==> src/rtl/ms_timer.sv <==
module ms_timer #(
  parameter int          DATA_W   = 32,
  parameter int          CLK_HZ   = 50_000_000,
  parameter int          TICK_HZ  = 1000,
  parameter logic [31:0] CNT_ADDR = 32'hF000_0020,
  parameter logic [31:0] LIM_ADDR = 32'hF000_0024,
  parameter logic [31:0] CSR_ADDR = 32'hF000_0120
) (
  input  logic              clk,
  input  logic              rst_n,
  input  logic [31:0]       bus_addr,
  input  logic [DATA_W-1:0] bus_wdata,
  input  logic              bus_we,
  output logic [DATA_W-1:0] bus_rdata,
  output logic              irq
);
  localparam int DIV = (CLK_HZ / TICK_HZ > 0) ? CLK_HZ / TICK_HZ : 1;
  localparam int PRE_W = (DIV > 1) ? $clog2(DIV) : 1;
  localparam logic [PRE_W-1:0] PRE_MAX = PRE_W'(DIV - 1);

  logic [PRE_W-1:0]  pre_q;
  logic [DATA_W-1:0] cnt_q, lim_q;
  logic              rdy_q, ovf_q, ie_q;

  wire tick   = (pre_q == PRE_MAX);
  wire sel_c  = (bus_addr == CNT_ADDR);
  wire sel_l  = (bus_addr == LIM_ADDR);
  wire sel_s  = (bus_addr == CSR_ADDR);
  wire wr_cnt = bus_we && sel_c;
  wire wr_lim = bus_we && sel_l;
  wire wr_csr = bus_we && sel_s;
  wire at_end = (lim_q != '0) && (cnt_q == lim_q - 1'b1);
  wire wrap   = tick && !wr_cnt && at_end;

  wire [DATA_W-1:0] csr_view = DATA_W'({ie_q, 5'b0, ovf_q, 1'b0, rdy_q});

  always_ff @(posedge clk or negedge rst_n) begin
    if (!rst_n) pre_q <= '0;
    else        pre_q <= tick ? '0 : pre_q + 1'b1;
  end

  always_ff @(posedge clk or negedge rst_n) begin
    if (!rst_n)      cnt_q <= '0;
    else if (wr_cnt) cnt_q <= bus_wdata;
    else if (wrap)   cnt_q <= '0;
    else if (tick)   cnt_q <= cnt_q + 1'b1;
  end

  always_ff @(posedge clk or negedge rst_n) begin
    if (!rst_n)      lim_q <= '0;
    else if (wr_lim) lim_q <= bus_wdata;
  end

  always_ff @(posedge clk or negedge rst_n) begin
    if (!rst_n) begin
      rdy_q <= 1'b0;
      ovf_q <= 1'b0;
      ie_q  <= 1'b0;
    end else begin
      rdy_q <= (rdy_q && !(wr_csr && !bus_wdata[0])) || wrap;
      ovf_q <= (ovf_q && !(wr_csr && !bus_wdata[2])) || (wrap && rdy_q);
      if (wr_csr) ie_q <= bus_wdata[8];
    end
  end

  assign irq = rdy_q && ie_q;

  assign bus_rdata = bus_we ? '0 :
                     sel_c  ? cnt_q :
                     sel_l  ? lim_q :
                     sel_s  ? csr_view : '0;


  wrap_zero_chk: assert property (@(posedge clk) disable iff (!rst_n)
    wrap |=> (cnt_q == '0) && rdy_q);


  hold_chk: assert property (@(posedge clk) disable iff (!rst_n)
    (!tick && !wr_cnt) |=> $stable(cnt_q));


  free_run_chk: assert property (@(posedge clk) disable iff (!rst_n)
    (tick && !wr_cnt && lim_q == '0) |=> cnt_q == $past(cnt_q) + 1'b1);


  ready_src_chk: assert property (@(posedge clk) disable iff (!rst_n)
    !tick |=> !$rose(rdy_q));


  ovf_src_chk: assert property (@(posedge clk) disable iff (!rst_n)
    $rose(ovf_q) |-> $past(rdy_q));


  load_win_chk: assert property (@(posedge clk) disable iff (!rst_n)
    wr_cnt |=> cnt_q == $past(bus_wdata));


  quiet_write_chk: assert property (@(posedge clk) disable iff (!rst_n)
    bus_we |-> bus_rdata == '0);
endmodule

==> config.mk <==
export PLATFORM = sky130hd
export DESIGN_NAME = ms_timer
export DESIGN_NICKNAME = d
export VERILOG_FILES = /design/src/rtl/ms_timer.sv
export SDC_FILE = /design/constraint.sdc
export NUM_CORES = 1
export LEC_CHECK = 0
export BUFFER_PORTS_ARGS = -buffer_cell sky130_fd_sc_hd__buf_2
export CAP_MARGIN = 10
export CORE_MARGIN = 1.5
export CORE_UTILIZATION = 40
export DETAILED_ROUTE_END_ITERATION = 12
export PLACE_DENSITY_LB_ADDON = 0.2
export SKIP_CTS_REPAIR_TIMING = 1
export SLEW_MARGIN = 10
export SYNTH_ARGS = -nofsm -noshare
export SYNTH_HDL_FRONTEND = slang
export SYNTH_SLANG_ARGS = --single-unit
==> constraint.sdc <==
create_clock -name clk -period 9.3 [get_ports clk]
set_input_delay 1.86 -clock clk [delete_from_list [all_inputs] [get_ports clk]]
set_output_delay 1.86 -clock clk [all_outputs]
set_load 0.005 [all_outputs]
# == Word-level counts from Yosys, hierarchy flattened ==
# Index checks and enable logic that the tools add are counted.
# word_totals
reg_bits,83
latchBits,0
ramBits,0
romBits,0
inputBits,67
output_inout_bits,33
elab_cells,43
n_memories,0
# classes
n_addsub,3
multipliers,0
n_div,0
order_cmp,0
n_eq_ne,5
shifts,0
n_mux,8
bitwise_logic,0
n_reduce_logical,21
# op_table
cell,n
$mux 32,6
$eq 32x32->1 const B,3
$add 32x1->32 const B,1
$eq 32x32->1,1
$reduce_bool 32->1,1
$sub 32x1->32 const B,1
$add 16x1->16 const B,1
$eq 16x16->1 const B,1
$mux 16,1
$logic_and 1x1->1,12
$mux 9,1
$logic_not 1->1,5
$reduce_bool 3->1,1
$logic_or 1x1->1,2

# == Depth between registers and ports, before layout ==
# Gate-level depths: netlist of the first run.
# logic_depth
word_depth,7
mapped_depth,13
mapped_depth_nobuf,12

# == Worst setup path after synthesis of the first run ==
# No wires, ideal clock.
# synth_timing
path_type,input -> output
start,input bus_addr[25]
end,output bus_rdata[21]
arrival_ns,4.405
t_required_ns,7.440
slack_ns,3.035
cell_stages,9
path_buffers,3
cell_sequence,or4b_2 > nor4_1 > and2_1 > clkbuf_1 > nor2b_1 > clkbuf_1 > clkbuf_1 > a22oi_1 > nor2_1
# synth_between
elab_chain_len,4
elab_cells_between_ends,5
cone_classes,eq/ne: 2; mux: 3
# synth_lines
item,line_no,rtl
from (decl),11,"input logic [31:0] bus_addr,"
$eq 32x32->1,27,wire sel_l = (bus_addr == LIM_ADDR);
$mux 32,70,sel_l ? lim_q :
$mux 32 (*),69,sel_c ? cnt_q :
$mux 32 (*),68,assign bus_rdata = bus_we ? '0 :
to (decl),14,"output logic [DATA_W-1:0] bus_rdata,"
# Every way passes the cells marked *; elsewhere a longest branch is shown, timed or not.

# == Worst setup path in the final report of the first run ==
# layout_timing
start,input bus_addr[25]
end,output bus_rdata[18]
# Same word-level chain as after synthesis.

==> results of run 1 <==
[cell usage after synthesis (9+ instances only)]
master,count
nor2_1,110
dfrtp_1,83
nand2_1,55
a21oi_1,47
clkbuf_1,46
a22oi_1,39
xnor2_1,36
mux2_2,33
o21ai_0,33
nand3_1,23
xor2_1,20
nor3_1,15
inv_1,14
nor4_1,13
and3_1,11
and2_1,10
nand4_1,9
nor2b_1,9
or4_1,9
[worst min path at each step]
stage | start | end | slack, ns | cells after the start
after global routing | pre_q[5] | pre_q[5] | 0.52 | 1
final | pre_q[0] | pre_q[0] | 0.51 | 1
after detailed placement | ovf_q | ovf_q | 0.50 | 2
after floorplan | pre_q[5] | pre_q[5] | 0.46 | 1
after global placement | pre_q[13] | pre_q[13] | 0.48 | 1
after CTS | ovf_q | ovf_q | 0.51 | 2
[power groups by stage]
stage          logic, mW  registers, mW  clock network [mW]
2_1_floorplan    0.00502          0.368                   0
3_3_place_gp      0.0289          0.368                   0
3_5_place_dp      0.0298          0.368                   0
4_1_cts           0.0298          0.361               0.403
5_1_grt           0.0332          0.361               0.415
6_report          0.0291          0.361               0.393
[through the flow]
step	util (%)	cell area [µm²]
5_1_grt	47.2	6830
3_5_place_dp	44.9	6500
6_report	47.2	6830
4_1_cts	47.2	6830
3_3_place_gp	44.9	6500
2_1_floorplan	-	5890
[layout by cell type, fill, tap and decap left out, drive strengths merged, types with 6 or more instances in the layout]
cell type / count
nor4b: 6
a22oi: 39
or3: 6
o21ai: 39
mux2: 33
or4: 10
or2: 6
xnor2: 36
a21oi: 47
nor2: 110
nand2: 55
buf: 108
and4: 6
and2: 10
a32oi: 6
nor2b: 9
nand3: 23
clkbuf: 11
nor3: 17
and3: 11
dfrtp: 83
xor2: 20
nand4: 9
nor4: 14
inv: 14
[area by class of cell]
type	instances	area (µm²)
clock buffers	11	243
clock inverters	5	86.3
fillers	1448	7640
inverters	14	52.6
multi-input cells	568	3580
flip-flops and latches	83	2080
well taps	184	230
repair buffers	108	566
[registers in the layout (all words and copies together), names as in the netlist]
signal / flops
rdy_q: 1
lim_q: 32
pre_q: 16
ie_q: 1
ovf_q: 1
cnt_q: 32
[kinds of logic after synthesis]
logic type,count (synthesis),synth area share (%)
AO/OA/AOI/OAI,164,17.9
XOR/XNOR,56,8.33
adder cells (fa/ha/maj),3,0.637
buffers and inverters,66,4.31
flip-flops,83,35.3
multiplexers,36,6.82
AND/OR/NAND/NOR,309,26.7
[metal layers]
layer,vias up,GRT usage (%)
met5,-,0
met4,0,7.37
met3,24,3.99
met2,153,36.9
met1,2834,30.2
li1,2720,-
==> results.yml, run 1 <==
run_status:
  status: "completed"
drt:
  routed_wl_um: 17200
  ant_nets: 0
  vias: 5731
  drt_first_pass_iters: 5
  maxUsedRoutingLayer: "met4"
  wl_met1_um: 7790
  drc: 0
  met3_length_um: 862
  drtIter0Drc: 455
  wl_met2_um: 8190
  drt-wirelength-per-cell_um: 17.7
  vias_per_cell: 5.89
layout:
  diodes: 0
  drive_above_1_share_pct: 21.8
  finalNonFillerCells: 973
  area_delta_synth_final_pct: 16.0
  fin_nets: 854
setup_path:
  r2r_slack_ns: 4.49
  path_cells: "buf_2 -> or4b_2 -> nor4_1 -> and2_1 -> nor2b_2 -> buf_4 -> a22oi_1 -> nor2_1 -> buf_2"
  path_delay_family: "simple AND/OR/NAND/NOR gates"
  crit_buf_inv: 3
  crit_start: "bus_addr[25]"
  critPathCaptureType: "output pin"
  critPathMaxStageDelay_ns: 0.65
  timing.rr.start: "lim_q[0]"
  ff2ff_path_depth: 13
  cpMostUsedCell: "buf_2"
  worst_path_max_delay_cell: "or4b_2"
  r2r_end: "cnt_q[6]"
  criticalPathCategory: "in -> out"
  cp_data_arrival_time_ns: 4.86
  cp-start-kind: "input pin"
  critPathRequiredTime_ns: 7.44
  worstPathMaxFanout: 20
  crit_end: "bus_rdata[18]"
  crit_cells: 9
logic_synthesis:
  synth_fp_nets: 787
  async_flop_share_pct: 100
  syn_avg_cell_area_um2: 8.22
  ys_seq_elements: 83
  syn-instance-count: 717
  ys_seq_area_share_pct: 35.3
  yosysUniqueCellTypes: 59
  netlist_area_um2: 5890
  yosysWarnings: 0
  synthTopCellsByArea: "dfrtp_1 35%, nor2_1 7.0%, mux2_2 6.3%"
  ys.flop_type: "dfrtp_1"
  yosys.area.top_type_share_pct: 35.3
  synth_top_cell_by_area: "dfrtp_1"
  synth_edf_count: 0
clock_network:
  clkSinkCount: 83
  cts_tree: "built"
  clkSlewWorstSetupHoldPaths_ns: 0.06
  cts_buffers: 9
  ctsHtreeMaxLevel: 3
  cts_root_buf: "clkbuf_16"
  clock_latency_ns: 0.35
  cts_buffer_depth: 2
floorplan:
  die_w_um: 124
  dieArea_um2: 15500
  core_region_area_um2: 14500
  io_pins: 100
  rows: 44
  die_y_um: 124
  start_util_pct: 40.7
placed_design:
  dp_cells: 957
  dpl.hpwl_um: 12400
  place_worst_setup_slack_ns: 2.59
  gp_routability_congestion: 0.901
  numPortBuffers: 99
pwr:
  powerDensity_nw_per_um2: 115
  finalPower_uw: 783
  intPower_uw: 617
  p_leak_nw: 3.06
  sw_frac_of_total_pct: 21.3
  comb_power_share_pct: 3.7
  clock_power_share_pct: 50.2
  p_seq_share_pct: 46.1
  p_switching_uw: 167
  ir_drop_mv: 0.0769
timing:
  rsz0062_at_grt: "no"
  drv_slew: 0
  setup_violations: 0
  tns_ns: 0
  tightestPinTransition_ns: 0.955
  finalClockSkew_ns: 0.0107
  min_period_ns: 6.72
  finalCritPeriodShare_pct: 72.3
  finalHoldViolCount: 0
  whs_ns: 0.512
  timing.final.ws_setup_ns: 2.58
  fmax_mhz: 149
  maxSlewHeadroom_pct: 36.1
hold_path:
  hp-class: "reg -> reg"
global_route:
  grt_pass1_wl_um: 28200
  grt_pass1_vias: 5564
  grt_max_degree: 54
  groute.usage.overall_pct: 22.5
  antenna_found_initial: 0
  grt-ovfl-total: 0
flow_run:
  cap_viol_max_count: 0
Power figures use the tool's default switching activity.
==> inputs of run 2 (changes only) <==
==> constraint.sdc (replaced) <==
create_clock -name clk -period 6.3 [get_ports clk]
set_input_delay 1.26 -clock clk [delete_from_list [all_inputs] [get_ports clk]]
set_output_delay 1.26 -clock clk [all_outputs]
set_load 0.005 [all_outputs]
==> run 2 against run 1 <==
Via count is 0.45% lower. Critical path depth stayed put. Global-route usage is 0.37 points higher. Count of clock-buffer cells in the layout is 1 lower. Worst hold slack worse by 0.0051 ns.
==> results.yml, run 2 (synthesis results as in run 1) <==
run_status:
  status: "completed"
global_route:
  grt-ovfl-total: 0
  grt_max_degree: 53
  grt_pass1_wl_um: 28900
  groute.usage.overall_pct: 22.9
  grt_pass1_vias: 5604
  antenna_found_initial: 0
placed_design:
  numPortBuffers: 99
  dpl.hpwl_um: 12500
  gp_routability_congestion: 0.977
  dp_cells: 959
hold_path:
  whs_endpoint: "pre_q[2]"
  holdCritStartpoint: "pre_q[2]"
  hp-class: "reg -> reg"
  holdPathStages: 1
drt:
  vias_per_cell: 5.85
  routed_wl_um: 17300
  vias: 5705
  drt_first_pass_iters: 5
  drt-wirelength-per-cell_um: 17.7
  ant_nets: 0
  drtIter0Drc: 412
  drc: 0
setup_path:
  cpMostUsedCell: "buf_2"
  r2r_end: "cnt_q[26]"
  ff2ff_path_depth: 13
  worst_path_max_delay_cell: "or4b_2"
  path_cells: "buf_2 -> or4b_2 -> nor4_1 -> and2_1 -> nor2b_2 -> buf_4 -> a22oi_1 -> nor2_1 -> buf_2"
  critPathMaxStageDelay_ns: 0.65
  cp-start-kind: "input pin"
  crit_buf_inv: 3
  r2r_slack_ns: 1.56
  criticalPathCategory: "in -> out"
  cp_data_arrival_time_ns: 3.86
  worstPathMaxFanout: 16
  critPathCaptureType: "output pin"
  critPathRequiredTime_ns: 5.04
  path_delay_family: "simple AND/OR/NAND/NOR gates"
  timing.rr.start: "lim_q[1]"
layout:
  final_common_cell: "nor2_1"
  diodes: 0
  mostFrequentLayoutCells: "110 x nor2_1, 98 x buf_2, 83 x dfrtp_1, 55 x nand2_1, 47 x a21oi_1"
  reg.largest.list: "cnt_q: 32 flops, lim_q: 32 flops, pre_q: 16 flops"
  finalNonFillerCells: 975
  fin_nets: 856
  drive_above_1_share_pct: 22.0
  area_delta_synth_final_pct: 16.1
flow_run:
  cap_viol_max_count: 0
floorplan:
  core_region_area_um2: 14500
  die_w_um: 124
  start_util_pct: 40.7
  rows: 44
  dieArea_um2: 15500
  die_y_um: 124
  io_pins: 100
pwr:
  p_leak_nw: 3.06
  powerDensity_nw_per_um2: 167
  ir_drop_mv: 0.106
clock_network:
  ctsHtreeMaxLevel: 3
  cts_root_buf: "clkbuf_16"
  cts_buffer_depth: 2
  clkSlewWorstSetupHoldPaths_ns: 0.06
  clock_latency_ns: 0.35
  cts_tree: "built"
  clkSinkCount: 83
  cts_buffers: 9
timing:
  maxSlewHeadroom_pct: 38.0
  finalCritPeriodShare_pct: 81.3
  tns_ns: 0
  setup_violations: 0
  drv_slew: 0
  finalHoldViolCount: 0
  rsz0062_at_grt: "no"
  tightestPinTransition_ns: 0.931
  min_period_ns: 5.12
  finalClockSkew_ns: 0.00823
  whs_ns: 0.507
  fmax_mhz: 195
-- run 2: cell types whose count changed in the layout (fill, tap and decap cells not counted), sizes merged --
| cell | delta |
|---|---|
| clkinvlp | +1 |
| buf | +2 |
| clkbuf | -1 |
-- run 2: worst register-to-register path, stage by stage, from the launching register on --
cell and delay [ns]:
dfrtp_1 0.42, inv_1 0.10, ha_1 0.25, nor4b_1 0.73, nand4_1 0.49, nor2_1 0.25
xnor2_1 0.17, and4_1 0.24, or4bb_1 0.53, a2111oi_4 0.72, buf_4 0.30, o21ai_1 0.08
a22oi_1 0.22, a21oi_1 0.08
-- run 2: per-stage QoR --
step	power (mW)	instance area, µm²	util [%]	setup slack (ns)
4_1_cts	1.16	6840	47.2	1.14
5_1_grt	1.18	6840	47.2	0.938
2_1_floorplan	0.550	5890	-	1.23
3_3_place_gp	0.586	6520	45.0	1.18
3_5_place_dp	0.587	6520	45.0	1.13
6_report	1.15	6840	47.2	1.18
-- run 2: how the worst max path moves through the flow --
stage	from	end	slack [ns]	cells past startpoint
CTS	bus_addr[25]	bus_rdata[12]	1.14	9
floorplan	bus_addr[25]	bus_rdata[21]	1.23	9
global route	bus_addr[25]	bus_rdata[21]	0.94	9
finish	bus_addr[25]	bus_rdata[12]	1.18	9
detailed placement	bus_addr[25]	bus_rdata[12]	1.13	9
global placement	bus_addr[25]	bus_rdata[13]	1.18	9
-- run 2: area by class of cell --
class,count,area (µm²)
multi-input cells,568,3580
clock buffers,10,229
inverters,14,52.6
fillers,1418,7640
well taps,184,230
clock inverters,6,90.1
flip-flops and latches,83,2080
repair buffers,110,581
-- run 2: metal layers --
layer	vias up	GRT usage [%]	part of all wire, %
met5	-	0	0
met4	0	8.05	2.7
met3	30	4.64	5.5
met2	158	38.3	48
met1	2790	29.4	44
li1	2727	-	-
-- run 2: power breakdown --
| part | switching [mW] | total, mW | internal, mW |
|---|---|---|---|
| sequential | 0.00000000858 | 0.533 | 0.533 |
| clock | 0.222 | 0.570 | 0.348 |
| combinational | 0.0253 | 0.0427 | 0.0174 |
==> inputs of run 3 (changes only) <==
==> constraint.sdc (replaced) <==
create_clock -name clk -period 5.36 [get_ports clk]
set_input_delay 1.072 -clock clk [delete_from_list [all_inputs] [get_ports clk]]
set_output_delay 1.072 -clock clk [all_outputs]
set_load 0.005 [all_outputs]
==> run 3 against run 2 <==
Clock power increased by 12%. Cell area up 0.33%. Global-route usage shrank 0.073 points. Register-to-register slack got worse by 0.33 ns. Non-clock buffer count up 5.
==> results.yml, run 3 (synthesis results as in run 1) <==
run_status:
  status: "completed"
global_route:
  groute.usage.overall_pct: 22.8
  antenna_found_initial: 0
  grt-ovfl-total: 0
  grt_max_degree: 84
  grt_pass1_wl_um: 28500
  grt_pass1_vias: 5609
floorplan:
  rows: 44
  die_y_um: 124
  start_util_pct: 40.7
  io_pins: 100
  core_region_area_um2: 14500
  dieArea_um2: 15500
  die_w_um: 124
placed_design:
  gp_routability_congestion: 0.943
  dpl.hpwl_um: 12400
  postPlaceCellArea_um2: 6560
  numPortBuffers: 99
clock_network:
  clkSinkCount: 83
  cts_root_buf: "clkbuf_16"
  cts_buffers: 9
  clkSlewWorstSetupHoldPaths_ns: 0.06
  cts_tree: "built"
  cts_buffer_depth: 2
  clock_latency_ns: 0.35
  ctsHtreeMaxLevel: 3
layout:
  final_core_util_pct: 47.4
  postLayoutCellArea_um2: 6860
  diodes: 0
  fin_nets: 861
  area_delta_synth_final_pct: 16.5
  final_common_cell: "nor2_1"
  mostFrequentLayoutCells: "110 x nor2_1, 98 x buf_2, 83 x dfrtp_1, 55 x nand2_1, 47 x a21oi_1"
  reg.largest.list: "cnt_q: 32 flops, lim_q: 32 flops, pre_q: 16 flops"
  drive_above_1_share_pct: 22.6
timing:
  tightestPinTransition_ns: 1.07
  drv_slew: 0
  setup_violations: 0
  finalCritPeriodShare_pct: 86.4
  whs_ns: 0.496
  tns_ns: 0
  min_period_ns: 4.63
  fmax_mhz: 216
  finalHoldViolCount: 0
  maxSlewHeadroom_pct: 28.8
  rsz0062_at_grt: "no"
  finalClockSkew_ns: 0.00728
pwr:
  sw_frac_of_total_pct: 22.4
  ir_drop_mv: 0.120
  p_leak_nw: 3.09
  p_switching_uw: 295
  intPower_mw: 1.02
  comb_power_share_pct: 3.8
  powerDensity_nw_per_um2: 192
  p_seq_share_pct: 47.7
  clock_power_share_pct: 48.5
drt:
  drt_first_pass_iters: 5
  drt-wirelength-per-cell_um: 17.5
  drtIter0Drc: 351
  routed_wl_um: 17100
  vias: 5706
  vias_per_cell: 5.82
  ant_nets: 0
  drc: 0
setup_path:
  critPathCaptureType: "output pin"
  criticalPathCategory: "in -> out"
  worstPathMaxFanout: 20
  cp_data_arrival_time_ns: 3.56
  cp-start-kind: "input pin"
  critPathRequiredTime_ns: 4.29
flow_run:
  cap_viol_max_count: 0
hold_path:
  hp-class: "reg -> reg"
==> run 3: layout make-up <==
cell class	instances	area, µm²
Clock buffer	10	239
Clock inverter	6	65.1
Fill cell	1425	7620
Inverter	14	52.6
Multi-Input combinational cell	568	3580
Sequential cell	83	2080
Tap cell	184	230
Timing Repair Buffer	115	618
==> run 3: worst max-delay path: stages <==
cell and delay, ns:
buf_2 0.09, or4b_2 0.65, nor4_1 0.53, and2_1 0.21
buf_4 0.18, nor2b_2 0.17, buf_4 0.27, a22oi_1 0.15
nor2_1 0.10, buf_2 0.12
==> run 3: layer usage <==
metal / vias up / GRT usage (%) / part of all wire (%)
met5: - / 0 / 0
met4: 0 / 10.3 / 3.0
met3: 33 / 4.04 / 6.1
met2: 193 / 36.4 / 46
met1: 2747 / 30.3 / 45
li1: 2733 / - / -
==> run 3: path summary, 6_finish.rpt <==
| kind | start | endpoint | slack [ns] | cells past startpoint |
|---|---|---|---|---|
| setup / recovery | bus_addr[25] | bus_rdata[14] | 0.73 | 10 |
| hold / removal | ovf_q | ovf_q | 0.50 | 2 |
| setup reg to reg | lim_q[16] | cnt_q[13] | 1.23 | 11 |
| hold reg to reg | ovf_q | ovf_q | 0.50 | 2 |
| max in group asynchronous | rst_n | cnt_q[19] | 3.76 | 1 |
| min in group asynchronous | rst_n | lim_q[6] | 0.92 | 1 |
==> run 3: through the flow <==
stage          worst slack [ns]  power [mW]  cells
4_1_cts                   0.729        1.33    980
2_1_floorplan             0.671       0.647    717
3_3_place_gp              0.784       0.688    964
6_report                  0.729        1.31    980
5_1_grt                   0.542        1.36    980
3_5_place_dp              0.738       0.689    964
==> run 3: power by group through the flow <==
stage                     Clock [mW]  Combinational (mW)  Sequential, mW
after global routing           0.679              0.0576           0.626
after CTS                      0.650              0.0515           0.626
final                          0.638              0.0501           0.626
after floorplan                    0             0.00872           0.638
after global placement             0              0.0498           0.638
after detailed placement           0              0.0513           0.638
